`src/rtl/bsd_pkg.sv`:
```
package bsd_pkg;
  localparam int unsigned STAT_W    = 3;
  localparam int unsigned QS_W      = 2;
  localparam logic [STAT_W-1:0] STAT_HALT = 3'd3;
  localparam logic [STAT_W-1:0] STAT_IDLE = '1;

  typedef struct packed {
    logic open_c;
    logic close_c;
    logic fault;
  } bsd_evt_t;
endpackage

```
`src/rtl/bsd_sampler.sv`:
```
module bsd_sampler #(
  parameter int unsigned W     = 3,
  parameter int unsigned DEPTH = 2,
  parameter logic [W-1:0] RST_VAL = '0
) (
  input  logic                      clk_i,
  input  logic                      rst_ni,
  input  logic [W-1:0]              d_i,
  output logic [DEPTH-1:0][W-1:0]   tap_o
);
  for (genvar g = 0; g < DEPTH; g++) begin : g_stage
    always_ff @(posedge clk_i or negedge rst_ni) begin
      if (!rst_ni)     tap_o[g] <= RST_VAL;
      else if (g == 0) tap_o[g] <= d_i;
      else             tap_o[g] <= tap_o[(g == 0) ? 0 : g-1];
    end
  end
endmodule

```
`src/rtl/bsd_edge_detect.sv`:
```
module bsd_edge_detect
  import bsd_pkg::*;
#(
  parameter int unsigned W = STAT_W,
  parameter logic [W-1:0] HALT_CODE = STAT_HALT
) (
  input  logic [W-1:0] cur_i,
  input  logic [W-1:0] prv_i,
  input  logic         rdy_i,
  output bsd_evt_t     evt_o
);
  localparam logic [W-1:0] IDLE = '1;
  logic cur_act, prv_act, swap, late;

  always_comb begin
    cur_act       = (cur_i != IDLE);
    prv_act       = (prv_i != IDLE);
    evt_o.open_c  = !prv_act && cur_act;
    evt_o.close_c = prv_act && !cur_act;
    swap          = prv_act && cur_act && (cur_i != prv_i);
    // passive return must be accompanied by ready, halt exempt
    late          = evt_o.close_c && !rdy_i && (prv_i != HALT_CODE);
    evt_o.fault   = swap || late;
  end
endmodule

```
`src/rtl/bsd_tracker.sv`:
```
module bsd_tracker
  import bsd_pkg::*;
#(
  parameter int unsigned W = STAT_W,
  parameter logic [W-1:0] HALT_CODE = STAT_HALT,
  localparam int unsigned NCLS = (1 << W) - 1
) (
  input  logic            clk_i,
  input  logic            rst_ni,
  input  bsd_evt_t        evt_i,
  input  logic [W-1:0]    cur_i,
  output logic [NCLS-1:0] cls_o,
  output logic            busy_o,
  output logic            err_o
);
  logic [NCLS-1:0] cur_oh, cls_q;
  logic            busy_q;

  for (genvar g = 0; g < NCLS; g++) begin : g_oh
    assign cur_oh[g] = (cur_i == W'(g));
  end

  assign cls_o  = evt_i.open_c ? cur_oh : cls_q;
  assign busy_o = (evt_i.open_c && (cur_i != HALT_CODE)) || (busy_q && !evt_i.close_c);

  always_ff @(posedge clk_i or negedge rst_ni) begin
    if (!rst_ni) begin
      cls_q  <= '0;
      busy_q <= 1'b0;
      err_o  <= 1'b0;
    end else begin
      if (evt_i.open_c)       cls_q <= cur_oh;
      else if (evt_i.close_c) cls_q <= '0;
      busy_q <= busy_o;
      err_o  <= err_o | evt_i.fault;
    end
  end


  cls_onehot_chk: assert property (@(posedge clk_i) disable iff (!rst_ni) $onehot0(cls_o));

  start_single_chk: assert property (@(posedge clk_i) disable iff (!rst_ni)
    evt_i.open_c |=> !evt_i.open_c);

  end_single_chk: assert property (@(posedge clk_i) disable iff (!rst_ni)
    evt_i.close_c |=> !evt_i.close_c);

  halt_idle_chk: assert property (@(posedge clk_i) disable iff (!rst_ni)
    (evt_i.open_c && cur_i == HALT_CODE) |-> !busy_o);

  busy_cont_chk: assert property (@(posedge clk_i) disable iff (!rst_ni)
    (busy_o && !evt_i.close_c) |=> (busy_o || evt_i.close_c));

  cls_hold_chk: assert property (@(posedge clk_i) disable iff (!rst_ni)
    (busy_o && !evt_i.close_c) |=> $stable(cls_o));

  err_sticky_chk: assert property (@(posedge clk_i) disable iff (!rst_ni) err_o |=> err_o);
endmodule

```
`src/rtl/bsd_qdec.sv`:
```
module bsd_qdec
  import bsd_pkg::*;
#(
  parameter int unsigned W = QS_W,
  localparam int unsigned NOP = (1 << W) - 1
) (
  input  logic [W-1:0]   qs_i,
  output logic [NOP-1:0] qop_o
);
  for (genvar g = 0; g < NOP; g++) begin : g_dec
    assign qop_o[g] = (qs_i == W'(g + 1));
  end


  always_comb begin
    qop_onehot_chk: assert ($onehot0(qop_o));
  end
endmodule

```
`src/rtl/bus_status_decoder.sv`:
```
module bus_status_decoder
  import bsd_pkg::*;
#(
  parameter int unsigned SW = STAT_W,
  parameter int unsigned QW = QS_W,
  parameter logic [SW-1:0] HALT_CODE = STAT_HALT
) (
  input  logic                   clk_i,
  input  logic                   rst_ni,
  input  logic [SW-1:0]          status_i,
  input  logic                   ready_i,
  input  logic [QW-1:0]          qstat_i,
  output logic [(1<<SW)-2:0]     cls_o,
  output logic                   start_o,
  output logic                   end_o,
  output logic                   busy_o,
  output logic                   proto_err_o,
  output logic [(1<<QW)-2:0]     qop_o
);
  logic [1:0][SW-1:0] st_tap;
  logic [0:0][0:0]    rdy_tap;
  logic [0:0][QW-1:0] qs_tap;
  bsd_evt_t           evt;

  bsd_sampler #(.W(SW), .DEPTH(2), .RST_VAL('1)) u_st_smp (
    .clk_i(clk_i), .rst_ni(rst_ni), .d_i(status_i), .tap_o(st_tap));

  bsd_sampler #(.W(1), .DEPTH(1), .RST_VAL(1'b1)) u_rdy_smp (
    .clk_i(clk_i), .rst_ni(rst_ni), .d_i(ready_i), .tap_o(rdy_tap));

  bsd_sampler #(.W(QW), .DEPTH(1), .RST_VAL('0)) u_qs_smp (
    .clk_i(clk_i), .rst_ni(rst_ni), .d_i(qstat_i), .tap_o(qs_tap));

  bsd_edge_detect #(.W(SW), .HALT_CODE(HALT_CODE)) u_edge (
    .cur_i(st_tap[0]), .prv_i(st_tap[1]), .rdy_i(rdy_tap[0][0]), .evt_o(evt));

  bsd_tracker #(.W(SW), .HALT_CODE(HALT_CODE)) u_trk (
    .clk_i(clk_i), .rst_ni(rst_ni), .evt_i(evt), .cur_i(st_tap[0]),
    .cls_o(cls_o), .busy_o(busy_o), .err_o(proto_err_o));

  bsd_qdec #(.W(QW)) u_qdec (.qs_i(qs_tap[0]), .qop_o(qop_o));

  assign start_o = evt.open_c;
  assign end_o   = evt.close_c;


  start_end_excl_chk: assert property (@(posedge clk_i) disable iff (!rst_ni) !(start_o && end_o));
endmodule

```
`config.mk`:
```
export PLATFORM = sky130hd
export DESIGN_NAME = bus_status_decoder
export DESIGN_NICKNAME = d
export VERILOG_FILES = /design/src/rtl/bsd_pkg.sv /design/src/rtl/bsd_sampler.sv /design/src/rtl/bsd_edge_detect.sv /design/src/rtl/bsd_tracker.sv /design/src/rtl/bsd_qdec.sv /design/src/rtl/bus_status_decoder.sv
export SDC_FILE = /design/constraint.sdc
export NUM_CORES = 1
export LEC_CHECK = 0
export ABC_AREA = 1
export ABC_CLOCK_PERIOD_IN_PS = 2100
export CAP_MARGIN = 25
export CELL_PAD_IN_SITES_DETAIL_PLACEMENT = 1
export CELL_PAD_IN_SITES_GLOBAL_PLACEMENT = 2
export CORE_MARGIN = 5
export CORE_UTILIZATION = 36
export CTS_BUF_LIST = sky130_fd_sc_hd__clkbuf_4 sky130_fd_sc_hd__clkbuf_8
export DETAILED_ROUTE_END_ITERATION = 8
export DONT_BUFFER_PORTS = 1
export GPL_TIMING_DRIVEN = 0
export HOLD_SLACK_MARGIN = 0.02
export PLACE_DENSITY = 0.85
export SLEW_MARGIN = 10
export SYNTH_ARGS = -nofsm -noshare
export SYNTH_HDL_FRONTEND = slang
export SYNTH_SLANG_ARGS = --single-unit
export TNS_END_PERCENT = 50
```
`constraint.sdc`:
```
create_clock -name clk_i -period 2.1 [get_ports clk_i]
set_input_delay 0.21 -clock clk_i [delete_from_list [all_inputs] [get_ports clk_i]]
set_output_delay 0.21 -clock clk_i [all_outputs]
set_load 0.05 [all_outputs]
```
# After elaboration in Yosys (flattened, before gate mapping)
# Cells that the tools add are included.
op_classes:
  addsub: 0
  mul: 0
  div_mod_pow: 0
  magnitude_cmp: 0
  n_eq_ne: 14
  shift: 0
  n_mux: 3
  bitwise: 1
  reduce_logical: 16
ops:
  columns: ["cell", "n"]
  rows:
  - ["two-way mux 7 bit", 3]
  - ["== test 3 bit (second input constant)", 3]
  - ["logical AND 1 bit", 8]
  - ["== test 3 x 2 -> 1 bit (second input constant)", 2]
  - ["!= test 3 x 2 -> 1 bit (second input constant)", 2]
  - ["!= test 3 bit (second input constant)", 2]
  - ["== test 2 bit (second input constant)", 2]
  - ["zero test 1 bit", 4]
  - ["== test 3 x 1 -> 1 bit (second input constant)", 1]
  - ["zero test 3 bit", 1]
  - ["!= test 3 bit", 1]
  - ["== test 2 x 1 -> 1 bit (second input constant)", 1]
  - ["logical OR 1 bit", 2]
  - ["nonzero test 2 bit", 1]
  - ["bitwise OR 1 bit", 1]
totals:
  regBits: 18
  latch_bits: 0
  ramBits: 0
  rom_bits: 0
  in_bits: 8
  output_inout_bits: 14
  word_cells: 41
  memories: 0

# Longest topological paths before layout
# Gate-level depths: netlist of the first run.
depth:
  word_depth: 7
  mapped_depth: 8
  depth_no_buf: 8

# By module
# From an unflattened synthesis of the first run, not the netlist that was laid out.
unflattened:
  hier_cells: 99
  area_unflattened_um2: 789.5
by_module_without_submodules:
  columns: ["module", "instances", "cells_per_inst", "area_per_inst_um2", "seq_area_each_um2"]
  rows:
  - ["bsd_tracker", 1, 61, 434.2, 225.2]
  - ["bsd_sampler (u_st_smp)", 1, 6, 157.7, 157.7]
  - ["bsd_edge_detect", 1, 23, 98.8, 0.0]
  - ["bsd_sampler (u_qs_smp)", 1, 2, 50.0, 50.0]
  - ["bsd_sampler (u_rdy_smp)", 1, 1, 26.3, 26.3]
  - ["bsd_qdec", 1, 6, 22.5, 0.0]

# Least setup slack after synthesis of the first run
# Ideal clock, no wire load.
synth_path:
  kind: "flip-flop to output port"
  start: "reg u_st_smp.tap_o[4] (netlist name)"
  end: "out cls_o[0]"
  arrival_ns: 1.970
  required_time_ns: 1.890
  slack_ns: -0.080
  stages_incl_launch_ff: 8
  n_path_buf: 0
  path_cell_list: "dfstp_2 -> nand3_1 -> inv_1 -> ha_1 -> inv_2 -> nor2_2 -> nand2_1 -> nand2_1"
synth_via:
  elab_chain_cells: 4
synth_rtl:
  columns: ["item", "line", "text"]
  rows:
  - ["start, declared", "bsd_sampler.sv:9", "output logic [DEPTH-1:0][W-1:0] tap_o"]
  - ["start signal, assigned by index", "bsd_sampler.sv:14", "else if (g == 0) tap_o[g] <= d_i;"]
  - ["start signal, assigned by index", "bsd_sampler.sv:15", "else tap_o[g] <= tap_o[(g == 0) ? 0 : g-1];"]
  - ["!= test 3 bit", "bsd_edge_detect.sv:17", "prv_act = (prv_i != IDLE);"]
  - ["zero test 1 bit", "bsd_edge_detect.sv:18", "evt_o.open_c = !prv_act && cur_act;"]
  - ["logical AND 1 bit", "bsd_edge_detect.sv:18", null]
  - ["named net start_o", "bus_status_decoder.sv:14", "output logic start_o,"]
  - ["two-way mux 7 bit", "bsd_tracker.sv:23", "assign cls_o = evt_i.open_c ? cur_oh : cls_q;"]
  - ["end, declared", "bus_status_decoder.sv:13", "output logic [(1<<SW)-2:0] cls_o,"]
# The timed path passes the listed nets, and every way through them passes these cells.

# Final worst setup path of the first run
layout_path:
  start: "reg u_st_smp.tap_o[4] (netlist name)"
  end: "out cls_o[1]"
# The elaborated chain is that of the path after synthesis.

==> results.sh, run 1 <==
export IMPL_maxCapViolCount=0
export IMPL_path_delay_family="flip-flops"
export IMPL_hold_violations=0
export IMPL_fin_ws_ns=0.0646
export IMPL_grt_max_degree=19
export IMPL_syn_inst=97
export IMPL_synth_area_leaders="dfrtp_1, dfstp_2, nand2_1, inv_1, ha_1"
export IMPL_tightestPinTransition_ns=0.915
export IMPL_syn_area_um2=826
export IMPL_numPortBuffers=0
export IMPL_nNetsFinal=130
export IMPL_drive_above_1_share_pct=44.1
export IMPL_die_x_um=57.9
export IMPL_critPathKind="flop to output port"
export IMPL_clk_path_buf_depth=2
export IMPL_p_leak_nw=0.556
export IMPL_worstSetupStartpointType="flop"
export IMPL_hold_ws_ns=0.432
export IMPL_fin_crit_sh_pct=96.9
export IMPL_ant_nets=0
export IMPL_dp_cells=125
export IMPL_slew_violations=0
export IMPL_reg2reg_slack_ns=0.27
export IMPL_grt_ovfl_total=0
export IMPL_routedWlPerCell_um=15.5
export IMPL_dpl_worst_slack_ns=-0.121
export IMPL_status="finished clean"
export IMPL_wl_mm=2.26
export IMPL_io_pins=22
export IMPL_slowest_stage="dfstp_2"
export IMPL_yosys_warnings=0
export IMPL_yosysUniqueCellTypes=16
export IMPL_cts_made_buffers=3
export IMPL_synth_avg_cell_area_um2=8.51
export IMPL_setup_violations=0
export IMPL_ys_seq_elements=18
export IMPL_path_buf_inv=2
export IMPL_antenna_found_initial=0
export IMPL_cts_sinks=18
export IMPL_stdcell_count=146
export IMPL_grt_pass1_wl_mm=3.34
export IMPL_gp_congestion=0.699
export IMPL_worstSkewPairLatency_ns=0.30
export IMPL_grt_pass1_vias=721
export IMPL_end_kind="output port"
export IMPL_root_buffer="clkbuf_4"
export IMPL_syn_to_final_growth_pct=42.4
export IMPL_avgViaCountPerCell=4.81
export IMPL_cts_clk_slew_worst_paths_ns=0.11
export IMPL_grtUsageTotal_pct=13.0
export IMPL_final_cell_mix="nand2_1, dfrtp_1, inv_1, buf_4, nand2_2"
export IMPL_drt_iter0_drc=2
export IMPL_synth_nets=108
export IMPL_std_cell_rows=17
export IMPL_die_area_um2=3350
export IMPL_required_ns=1.89
export IMPL_crit_chain="nand3_4 > inv_2 > ha_4 > inv_6 > nor2_4 > nand2_2 > nand2_4"
export IMPL_fmax_mhz=491
export IMPL_synth_seq_area_share_pct=55.6
export IMPL_htree_levels=1
export IMPL_rsz0062_at_grt="true"
export IMPL_netlist_area_leader_share_pct=33.3
export IMPL_cp_arrival_ns=1.83
export IMPL_cts_tree="yes"
export IMPL_max_slew_margin_pct=38.7
export IMPL_min_period_ns=2.04
export IMPL_final_common_cell="nand2_1"
export IMPL_powerDensity_nw_per_um2=632
export IMPL_hp_class="primary input to asynchronous set/reset pin"
export IMPL_diodes=0
export IMPL_num_vias=702
export IMPL_start_util_pct=37.7
export IMPL_yosysTopAreaCell="dfrtp_1"
export IMPL_core_um2=2190
export IMPL_irDropWorstVdd_v=0.000369
export IMPL_cp_max_fo=7
export IMPL_dpl_hpwl_mm=1.30
export IMPL_fin_skew_ns=0.00976
export IMPL_cp_slowest_stage_delay_ns=0.59
export IMPL_route_detailed_drc=0
export IMPL_first_pass_iters=4
export IMPL_dieHeight_um=57.9
==> metal layers <==
layer	wire (um)	global-route usage, %	vias to the layer above
met4	136	4.97	0
met1	841	15.3	335
li1	-	-	339
met2	1210	22.9	18
met5	0	0	-
met3	79	2.90	10
==> logic make-up after synthesis <==
kind of cell,Yosys count,synth area share (%)
AOI/OAI and AO/OA,9,7.57
and+or+nand+nor,51,24.2
xor gates and xnor gates,1,1.06
DFF,18,55.6
buffers and inverters,15,6.97
adders and majority gates,3,4.55
==> cell usage after synthesis, drive strengths merged <==
cell type / n
xnor2: 1
dfstp: 7
inv: 14
ha: 3
dfrtp: 11
a21oi: 1
buf: 1
nand4: 1
nor2: 8
o21a: 1
nand3: 3
o21ai: 7
nand2: 39
==> per-stage QoR <==
step	total power [mW]	instance area, um^2	setup TNS [ns]	util, %
detailed placement	0.479	863	-0.336	39.4
global placement	0.477	863	-0.218	39.4
finish	0.743	1180	0	53.7
floorplan	0.465	828	0	-
CTS	0.723	1070	-0.0133	48.7
global route	0.791	1180	-0.239	53.7
==> worst paths after layout <==
path,cells after the start,startpoint,to
max,7,u_st_smp.tap_o[4],cls_o[1]
min,1,rst_ni,u_qs_smp.tap_o[1]
max reg2reg,8,u_st_smp.tap_o[1],u_trk.cls_q[2]
min reg2reg,2,u_trk.cls_q[1],u_trk.cls_q[1]
max in group asynchronous,1,rst_ni,u_trk.cls_q[6]
min in group clk_i,1,status_i[0],u_st_smp.tap_o[0]
==> where the power goes <==
| group | total, mW | leakage [nW] | internal, mW | switching, mW |
|---|---|---|---|---|
| sequential | 0.380 | 0.215 | 0.367 | 0.0127 |
| combinational | 0.145 | 0.320 | 0.0433 | 0.102 |
| clock | 0.218 | 0.0210 | 0.106 | 0.112 |
==> sequential cells by signal (all words and copies together), names as in the netlist <==
signal and cells:
u_trk.cls_q 7, u_st_smp.tap_o 6, u_qs_smp.tap_o 2, u_rdy_smp.tap_o 1
u_trk.busy_q 1, u_trk.err_o 1
==> area by class of cell <==
type	instances	area (um^2)
Buffer	1	5.00
Clock buffer	4	36.3
Fill cell	249	1010
Inverter	14	57.6
Multi-Input combinational cell	64	438
Sequential cell	18	459
Tap cell	28	35.0
Timing Repair Buffer	17	145
==> what timing repair did <==
action | 4_1_cts | 5_1_grt
setup endpoints to repair | 9 | 8
hold buffers | 7 | 0
buffers inserted | 4 | 6
pin swaps | 5 | 10
endpoints found under the hold margin | 24 | 0
gates resized for setup | 20 | 15
cloned | 0 | 0
No activity file was read; power rests on OpenSTA's default activity.
==> inputs of run 2 (changes only) <==
--- a/config.mk
+++ b/config.mk
@@ -10,15 +10,14 @@
 export CAP_MARGIN = 25
 export CELL_PAD_IN_SITES_DETAIL_PLACEMENT = 1
 export CELL_PAD_IN_SITES_GLOBAL_PLACEMENT = 2
-export CORE_MARGIN = 5
 export CORE_UTILIZATION = 36
-export CTS_BUF_LIST = sky130_fd_sc_hd__clkbuf_4 sky130_fd_sc_hd__clkbuf_8
+export CTS_BUF_LIST = sky130_fd_sc_hd__clkbuf_8
 export DETAILED_ROUTE_END_ITERATION = 8
 export DONT_BUFFER_PORTS = 1
 export GPL_TIMING_DRIVEN = 0
 export HOLD_SLACK_MARGIN = 0.02
 export PLACE_DENSITY = 0.85
-export SLEW_MARGIN = 10
+export SLEW_MARGIN = 40
 export SYNTH_ARGS = -nofsm -noshare
 export SYNTH_HDL_FRONTEND = slang
 export SYNTH_SLANG_ARGS = --single-unit
==> run 2 against run 1 <==
Combinational power down 6%. Critical endpoint is now cls_o[5]. Setup slack worse by 0.022 ns. Clock power rose by 35%. Final area fell by 3.3%. Fmax is 1.1% lower.
==> results.sh, run 2 (synthesis gave the netlist of run 1 again) <==
export IMPL_multi_input_area_um2=409
export IMPL_tightestPinTransition_ns=0.894
export IMPL_highest_layer="met4"
export IMPL_ant_nets=0
export IMPL_wl_met3_um=81
export IMPL_die_area_um2=2490
export IMPL_wl_mm=2.22
export IMPL_drt_iter0_drc=10
export IMPL_drive_above_1_share_pct=40.0
export IMPL_post_route_util_pct=55.2
export IMPL_slew_violations=0
export IMPL_std_cell_rows=16
export IMPL_grtUsageTotal_pct=20.2
export IMPL_r2r_start="u_st_smp.tap_o[1]"
export IMPL_routedWlPerCell_um=15.7
export IMPL_fmax_mhz=486
export IMPL_max_slew_margin_pct=40.2
export IMPL_cts_tree="yes"
export IMPL_grt_pass1_wl_mm=3.51
export IMPL_r2r_end="u_trk.cls_q[4]"
export IMPL_cts_sinks=18
export IMPL_gp_congestion=0.743
export IMPL_dp_cells=124
export IMPL_top_register="u_trk.cls_q"
export IMPL_seq_area_um2=459
export IMPL_wl_met1_um=879
export IMPL_final_common_cell="nand2_1"
export IMPL_rsz0062_at_grt="true"
export IMPL_stdcell_count=142
export IMPL_p_total_mw=0.810
export IMPL_hold_violations=0
export IMPL_dpl_hpwl_mm=1.26
export IMPL_cts_clk_slew_worst_paths_ns=0.07
export IMPL_setup_violations=0
export IMPL_p_leak_nw=0.542
export IMPL_required_ns=1.89
export IMPL_die_x_um=49.9
export IMPL_critPathKind="flop to output port"
export IMPL_placed_area_um2=862
export IMPL_grt_max_degree=19
export IMPL_cp_arrival_ns=1.85
export IMPL_diodes=0
export IMPL_htree_levels=1
export IMPL_first_pass_iters=4
export IMPL_hp_class="primary input to asynchronous set/reset pin"
export IMPL_fin_ws_ns=0.0423
export IMPL_nNetsFinal=127
export IMPL_clk_path_buf_depth=2
export IMPL_io_pins=22
export IMPL_grt_pass1_vias=721
export IMPL_status="finished clean"
export IMPL_end_kind="output port"
export IMPL_maxCapViolCount=0
export IMPL_fin_crit_sh_pct=98.0
export IMPL_cp_max_fo=5
export IMPL_n_fill_cell=236
export IMPL_min_period_ns=2.06
export IMPL_final_cell_mix="nand2_1, dfrtp_1, inv_1, dlygate4sd3_1, dfstp_2"
export IMPL_route_detailed_drc=0
export IMPL_cts_made_buffers=3
export IMPL_syn_to_final_growth_pct=37.7
export IMPL_dieHeight_um=49.9
export IMPL_met2WireLength_mm=1.21
export IMPL_grt_ovfl_total=0
export IMPL_reg2reg_slack_ns=0.27
export IMPL_fin_area_um2=1140
export IMPL_fin_skew_ns=0.00789
export IMPL_core_um2=2060
export IMPL_root_buffer="clkbuf_8"
export IMPL_largest_reg_flops=7
export IMPL_irDropWorstVdd_v=0.000606
export IMPL_start_util_pct=40.0
export IMPL_dpl_worst_slack_ns=-0.115
export IMPL_worstSkewPairLatency_ns=0.27
export IMPL_num_vias=696
export IMPL_avgViaCountPerCell=4.90
export IMPL_powerDensity_nw_per_um2=712
export IMPL_reg2reg_depth=8
export IMPL_worstSetupStartpointType="flop"
export IMPL_top_regs="u_trk.cls_q x7, u_st_smp.tap_o x6, u_qs_smp.tap_o x2"
export IMPL_antenna_found_initial=0
export IMPL_numPortBuffers=0
[run 2: changes by cell type in the layout (fill, tap and decap cells not counted), sizes merged]
cell and change:
buf -3
[run 2: worst max-delay path by stage]
stage,start,endpoint,slack (ns),depth (start not counted)
final,u_st_smp.tap_o[1],cls_o[5],0.04,8
after global routing,u_st_smp.tap_o[0],cls_o[5],-0.04,8
after CTS,u_st_smp.tap_o[1],cls_o[3],0.02,6
after detailed placement,u_st_smp.tap_o[4],cls_o[2],-0.11,7
after global placement,u_st_smp.tap_o[4],cls_o[2],-0.08,7
after floorplan,u_st_smp.tap_o[4],cls_o[0],0.11,7
[run 2: timing repair]
action,4_1_cts,5_1_grt
hold buffers,7,1
setup endpoints to repair,9,8
pin swaps,4,4
gates resized for setup,18,9
setup buffers,3,3
hold endpoints to repair,24,11
[run 2: critical path: stages, from the launching register on]
cell and delay, ns:
dfstp_2 0.54, nand2_1 0.10, nor2_2 0.14, inv_1 0.10
ha_4 0.24, nand2_1 0.12, inv_2 0.06, nand2_1 0.14
nand2_4 0.14
[run 2: metrics by stage]
step           hold slack [ns]  TNS (ns)
6_report                 0.410         0
5_1_grt                  0.455   -0.0810
4_1_cts                  0.483         0
3_5_place_dp           -0.0853    -0.379
3_3_place_gp           -0.0852    -0.235
2_1_floorplan          -0.0856         0
[run 2: layer usage]
metal	GRT usage (%)	vias to the layer above
li1	-	333
met1	22.9	345
met2	33.6	13
met3	6.79	5
met4	10.0	0
met5	0	-
[run 2: final cells by class]
| type | instances | share of cell area [%] |
|---|---|---|
| Clock buffer | 4 | 4.84 |
| Buffer | 1 | 0.440 |
| Timing Repair Buffer | 14 | 10.6 |
| Inverter | 14 | 4.84 |
| Tap cell | 27 | 2.97 |
| Multi-Input combinational cell | 64 | 36.0 |
| Sequential cell | 18 | 40.4 |
[run 2: where the power goes]
group	leakage (nW)	internal [mW]	total, mW	switching [mW]
Sequential	0.215	0.367	0.378	0.0113
Combinational	0.298	0.0376	0.136	0.0989
Clock	0.0288	0.167	0.295	0.127
Total	0.542	0.572	0.810	0.238
